==> src/rtl/scl_tmr_pkg.sv <==
package scl_tmr_pkg;

    typedef enum logic {
        TMR_IDLE = 1'b0,
        TMR_RUN  = 1'b1
    } tmr_state_e;

    // Control state of the timer: run state and the driven open-drain enable
    typedef struct packed {
        tmr_state_e st;
        logic       drv;
    } tmr_ctl_t;

endpackage

==> src/rtl/scl_half_div.sv <==
// Half-period divider: counts down from the (clamped) reload value and
// reports expiry; restarts on load, on expiry and while stretched.
module scl_half_div #(
    parameter int W          = 8,
    parameter int MIN_RELOAD = 2
) (
    input  logic         clk_i,
    input  logic         rst_ni,
    input  logic         load_i,
    input  logic         run_i,
    input  logic         restart_i,
    input  logic [W-1:0] lo_i,
    output logic         expire_o
);
    localparam logic [W-1:0] MIN_V = W'(MIN_RELOAD);

    typedef struct packed {
        logic [W-1:0] cnt;
    } div_regs_t;

    div_regs_t    div_d, div_q;
    logic [W-1:0] reload;

    assign reload   = (lo_i < MIN_V) ? MIN_V : lo_i;
    assign expire_o = run_i && !restart_i && (div_q.cnt == '0);

    always_comb begin
        div_d = div_q;
        if (load_i || restart_i || expire_o) begin
            div_d.cnt = reload;
        end else if (run_i) begin
            div_d.cnt = div_q.cnt - 1'b1;
        end
    end

    always_ff @(posedge clk_i) begin
        if (!rst_ni) begin
            div_q <= '0;
        end else begin
            div_q <= div_d;
        end
    end

endmodule

==> src/rtl/scl_edge_budget.sv <==
// Edge budget counter: captured at start, decremented per SCL toggle.
module scl_edge_budget #(
    parameter int W = 8
) (
    input  logic         clk_i,
    input  logic         rst_ni,
    input  logic         load_i,
    input  logic [W-1:0] val_i,
    input  logic         step_i,
    output logic         last_o
);
    typedef struct packed {
        logic [W-1:0] cnt;
    } budget_regs_t;

    budget_regs_t bud_d, bud_q;

    assign last_o = (bud_q.cnt == '0);

    always_comb begin
        bud_d = bud_q;
        if (load_i) begin
            bud_d.cnt = val_i;
        end else if (step_i && !last_o) begin
            bud_d.cnt = bud_q.cnt - 1'b1;
        end
    end

    always_ff @(posedge clk_i) begin
        if (!rst_ni) begin
            bud_q <= '0;
        end else begin
            bud_q <= bud_d;
        end
    end

endmodule

==> src/rtl/scl_strobe_pipe.sv <==
// Delays the edge events by STAGES cycles past the edge where SCL changes.
module scl_strobe_pipe #(
    parameter int STAGES = 2
) (
    input  logic clk_i,
    input  logic rst_ni,
    input  logic rise_i,
    input  logic fall_i,
    output logic shift_o,
    output logic sample_o
);
    localparam int DEPTH = STAGES + 1;

    typedef struct packed {
        logic [DEPTH-1:0] rise;
        logic [DEPTH-1:0] fall;
    } pipe_regs_t;

    pipe_regs_t       pipe_d, pipe_q;
    logic [DEPTH-1:0] rise_shift;
    logic [DEPTH-1:0] fall_shift;

    if (DEPTH == 1) begin : g_single
        assign rise_shift = rise_i;
        assign fall_shift = fall_i;
    end else begin : g_chain
        assign rise_shift = {pipe_q.rise[DEPTH-2:0], rise_i};
        assign fall_shift = {pipe_q.fall[DEPTH-2:0], fall_i};
    end

    always_comb begin
        pipe_d      = pipe_q;
        pipe_d.rise = rise_shift;
        pipe_d.fall = fall_shift;
    end

    always_ff @(posedge clk_i) begin
        if (!rst_ni) begin
            pipe_q <= '0;
        end else begin
            pipe_q <= pipe_d;
        end
    end

    assign shift_o  = pipe_q.rise[DEPTH-1];
    assign sample_o = pipe_q.fall[DEPTH-1];

endmodule

==> src/rtl/scl_baud_timer.sv <==
module scl_baud_timer
    import scl_tmr_pkg::*;
#(
    parameter int BYTE_W      = 8,
    parameter int MIN_RELOAD  = 2,
    parameter int SYNC_STAGES = 2,
    parameter bit TRIG_INVERT = 1'b0,
    localparam int CMP_W      = 2 * BYTE_W
) (
    input  logic             clk_i,
    input  logic             rst_ni,
    input  logic             trig_i,
    input  logic [CMP_W-1:0] cmp_i,
    input  logic             scl_pin_i,
    output logic             scl_oe_o,
    output logic             busy_o,
    output logic             shift_o,
    output logic             sample_o
);
    tmr_ctl_t ctl_d, ctl_q;

    logic trig_act;
    logic running;
    logic start;
    logic stretch;
    logic expire;
    logic budget_last;
    logic rise_evt;
    logic fall_evt;

    assign trig_act = trig_i ^ TRIG_INVERT;
    assign running  = (ctl_q.st == TMR_RUN);
    assign start    = !running && trig_act;
    assign stretch  = running && (ctl_q.drv == scl_pin_i);

    scl_half_div #(
        .W         (BYTE_W),
        .MIN_RELOAD(MIN_RELOAD)
    ) u_div (
        .clk_i    (clk_i),
        .rst_ni   (rst_ni),
        .load_i   (start),
        .run_i    (running),
        .restart_i(stretch),
        .lo_i     (cmp_i[BYTE_W-1:0]),
        .expire_o (expire)
    );

    scl_edge_budget #(
        .W(BYTE_W)
    ) u_budget (
        .clk_i (clk_i),
        .rst_ni(rst_ni),
        .load_i(start),
        .val_i (cmp_i[CMP_W-1:BYTE_W]),
        .step_i(expire),
        .last_o(budget_last)
    );

    always_comb begin
        ctl_d = ctl_q;
        if (start) begin
            ctl_d.st = TMR_RUN;
        end
        if (expire) begin
            ctl_d.drv = ~ctl_q.drv;
            if (budget_last) begin
                ctl_d.st = TMR_IDLE;
            end
        end
    end

    always_ff @(posedge clk_i) begin
        if (!rst_ni) begin
            ctl_q <= '{st: TMR_IDLE, drv: 1'b0};
        end else begin
            ctl_q <= ctl_d;
        end
    end

    // A release of the line is a rising SCL edge, a pull is a falling one
    assign rise_evt = expire && ctl_q.drv;
    assign fall_evt = expire && !ctl_q.drv;

    scl_strobe_pipe #(
        .STAGES(SYNC_STAGES)
    ) u_strobe (
        .clk_i   (clk_i),
        .rst_ni  (rst_ni),
        .rise_i  (rise_evt),
        .fall_i  (fall_evt),
        .shift_o (shift_o),
        .sample_o(sample_o)
    );

    assign scl_oe_o = ctl_q.drv;
    assign busy_o   = running;

endmodule

==> config.mk <==
export PLATFORM = sky130hd
export DESIGN_NAME = scl_baud_timer
export DESIGN_NICKNAME = d
export VERILOG_FILES = /design/src/rtl/scl_tmr_pkg.sv /design/src/rtl/scl_half_div.sv /design/src/rtl/scl_edge_budget.sv /design/src/rtl/scl_strobe_pipe.sv /design/src/rtl/scl_baud_timer.sv
export SDC_FILE = /design/constraint.sdc
export NUM_CORES = 1
export LEC_CHECK = 0
export BUFFER_PORTS_ARGS = -buffer_cell sky130_fd_sc_hd__buf_2
export CAP_MARGIN = 15
export CORE_ASPECT_RATIO = 1.75
export CORE_MARGIN = 5
export CORE_UTILIZATION = 55
export CTS_CLUSTER_DIAMETER = 50
export CTS_CLUSTER_SIZE = 28
export DETAILED_ROUTE_END_ITERATION = 6
export HOLD_SLACK_MARGIN = 0.05
export PLACE_DENSITY = 0.81
export SLEW_MARGIN = 10
export SYNTH_ARGS = -nofsm -noshare
export SYNTH_HDL_FRONTEND = slang
export SYNTH_HIERARCHICAL = 1
export SYNTH_SLANG_ARGS = --single-unit
==> constraint.sdc <==
create_clock -name clk_i -period 5.5 [get_ports clk_i]
set_clock_uncertainty 0.15 [all_clocks]
set_input_delay 0.55 -clock clk_i [delete_from_list [all_inputs] [get_ports clk_i]]
set_output_delay 0.55 -clock clk_i [all_outputs]
set_load 0.01 [all_outputs]
==> results.md <==
- Final #Nets: 186
- # setup viols final: 0
- Pleak: 0.582 nW
- EDFF count, synth: 0
- CTS tree: done
- WS Path Type: reg2reg
- GPL Wtd Cong: 0.839
- Min cycle time layout: 2.75 ns
- Synth Flop Type: dfxtp_1
- CORE AREA: 0.00224 mm^2
- DRT Wirelength: 2.74 mm
- Maximum root-to-sink buffer count: 2
- Share of layout cells above drive strength 1: 0.224
- Sink Count: 24
- Post-route ant nets: 0
- Area of the multi-input gates: 748 um^2
- Cts hold-fix bufs: 0
- DR WL/cell: 14.7 um
- Die width: 46.3 um
- Detailed placement HPWL: 2.12 mm
- Clk_lat worst skew: 0.26 ns
- Ant. Diodes: 0
- Final setup TNS: 0 ns
- Sequential cell area: 480 um^2
- Initial core utilization: 0.566
- Final Max Tran Viols: 0
- Die Footprint: 0.00341 mm^2
- Worst VDD drop: 198 uV
- Sequential fraction of the synthesis area: 0.378
- Syn_area_per_cell: 9.27 um^2
- Area grow syn2layout: 14.7%
- Vias per cell: 5.89
- Number of buffers created by CTS: 3
- Final Total Pwr: 0.000417 W
- Post-Syn Area: 0.00127 mm^2
- Design area: 0.00146 mm^2
- Hold/Removal Path Class: reg2reg
- Max_slew headroom: 0.408
- FILL cells: 188
- Row count: 23
- Async set-reset flop share out of synthesis: 0
- Post-synthesis cell count: 137
- Synth Register Bits: 24
- GRT Total Usage: 0.182
- Worst EP required: 5.50 ns
- Final period util: 0.500
- Maximum number of pins on one net before global-route repair: 24
- Worst slew pin tran: 0.887 ns
- Synthesized Nets: 161
- Num ports: 24
- Status: finished, final reports clean
- Power density over the cells: 286 mW/mm^2
- First-pass GRT wire length: 4.62 mm
- Crit path launch type: flop
- Via Count: 1,096
- Synth warn: 6
- Clock root cell: clkbuf_8
- GRT overflow: 0
- Vias in the first global route: 1,114
- CP arrival: 2.74 ns
- Hold_ws: 0.279 ns
- Max Cap Violations: 0
- Dpl cell area: 0.00140 mm^2
- Final Hold Viols: 0
- Drt pass-1 iters: 4
- H-Tree Depth: 1
- Synth cell types: 41
- RSZ-0062 raised after global routing: no
- Die Height: 73.6 um
- Crit. End Element: flop
- Post_cts resized: 0
- Postcts setup bufs: 0
- CP max FO: 9
- Maximum clock rate: 364 MHz
- Dpl cells: 182
- Port bufs: 23
- Clock Pin Slew Worst Setup and Hold Paths: 0.08 ns
- Initial drt markers: 29
- Final cell count without fillers: 186
- DRC: 0
- Initial antenna violation count: 0
## per-layer routing
| metal | GRT usage | up-vias | share of wire |
|---|---|---|---|
| met1 | 0.167 | 511 | 0.36 |
| met4 | 0.0791 | 0 | 0.021 |
| met2 | 0.362 | 33 | 0.58 |
| li1 | - | 545 | - |
| met3 | 0.0245 | 7 | 0.047 |
| met5 | 0 | - | 0 |
## report_power, final
part	switching, W	total, W	internal (W)
Combinational	0.0000507	0.0000939	0.0000432
Clock	0.0000534	0.000117	0.0000638
Sequential	0.0000173	0.000205	0.000188
## kinds of logic after synthesis
family / share of synthesized area
compound gates: 0.209
xor+xnor: 0.0621
fa+ha+maj: 0.0394
buf+inv: 0.0325
flops: 0.378
mux: 0.00788
simple gates: 0.271
## synthesized netlist by cell type, types with 2 or more instances
library cell	n	share of area
nor2_1	8	0.024
xnor2_1	6	0.041
nand3_1	3	0.012
nand2b_1	2	0.0099
nand2_1	6	0.018
o21a_1	2	0.012
xor2_1	3	0.021
a21oi_1	9	0.035
a31oi_1	2	0.0099
inv_1	7	0.021
o21ai_0	11	0.043
or4_1	3	0.018
nor3b_1	3	0.018
a311oi_1	2	0.014
or4_4	2	0.018
nor2b_1	4	0.020
a211oi_1	2	0.012
o31ai_1	3	0.018
nor3_1	2	0.0079
ha_1	4	0.039
and2_1	10	0.049
dfxtp_1	24	0.38
## flip-flops by register name (all words and copies together) (netlist names)
register,cells
u_strobe/sample_o,1
u_strobe/shift_o,1
u_budget/bud_q,8
busy_o,1
u_strobe/fall_shift,2
u_strobe/pipe_d,2
u_div/div_q,8
scl_oe_o,1
## path summary, 6_finish.rpt
check / start / endpoint / slack (ns) / cells past startpoint
hold / removal: u_strobe/pipe_d[4] / u_strobe/pipe_d[5] / 0.28 / 1
setup / recovery: u_div/div_q[0] / u_budget/bud_q[7] / 2.75 / 9
setup reg to reg: u_div/div_q[0] / u_budget/bud_q[7] / 2.75 / 9
hold reg to reg: u_strobe/pipe_d[4] / u_strobe/pipe_d[5] / 0.28 / 1
## worst max-delay path, stage by stage, from the launching register on
cell and delay [ns]:
dfxtp_1 0.34, inv_1 0.09, ha_1 0.14, nor2b_1 0.28, nand3_1 0.14, nor2_1 0.47
or3b_2 0.50, nor3_1 0.23, mux2i_1 0.21, a21oi_1 0.08
## through the flow
step | setup slack (ns) | util
6_report | 2.75 | 0.649
5_1_grt | 2.51 | 0.649
4_1_cts | 2.74 | 0.649
3_5_place_dp | 2.74 | 0.624
3_3_place_gp | 2.85 | 0.624
2_1_floorplan | 3.04 | -
## layout make-up
type / count / area share
clock buffers: 4 / 0.0378
flip-flops and latches: 24 / 0.330
well taps: 25 / 0.0215
multi-input cells: 103 / 0.514
repair buffers: 23 / 0.0790
inverters: 7 / 0.0180
## cell usage in the layout, fill, tap and decap left out, types with 2 or more instances in the layout
cell      instances
xor2_1            3
or4_1             3
and2_1           10
a31oi_1           2
nor3b_1           3
nand2_1           6
or4_4             2
ha_1              4
clkbuf_8          4
nor2_1            8
a211oi_1          2
inv_1             7
buf_2            23
o31ai_1           3
a311oi_1          2
nor2b_1           4
nand2b_1          2
dfxtp_1          24
nor3_1            2
nand3_1           3
a21oi_1           9
xnor2_1           6
o21ai_0          11
o21a_1            2
Power figures use the tool's default switching activity.
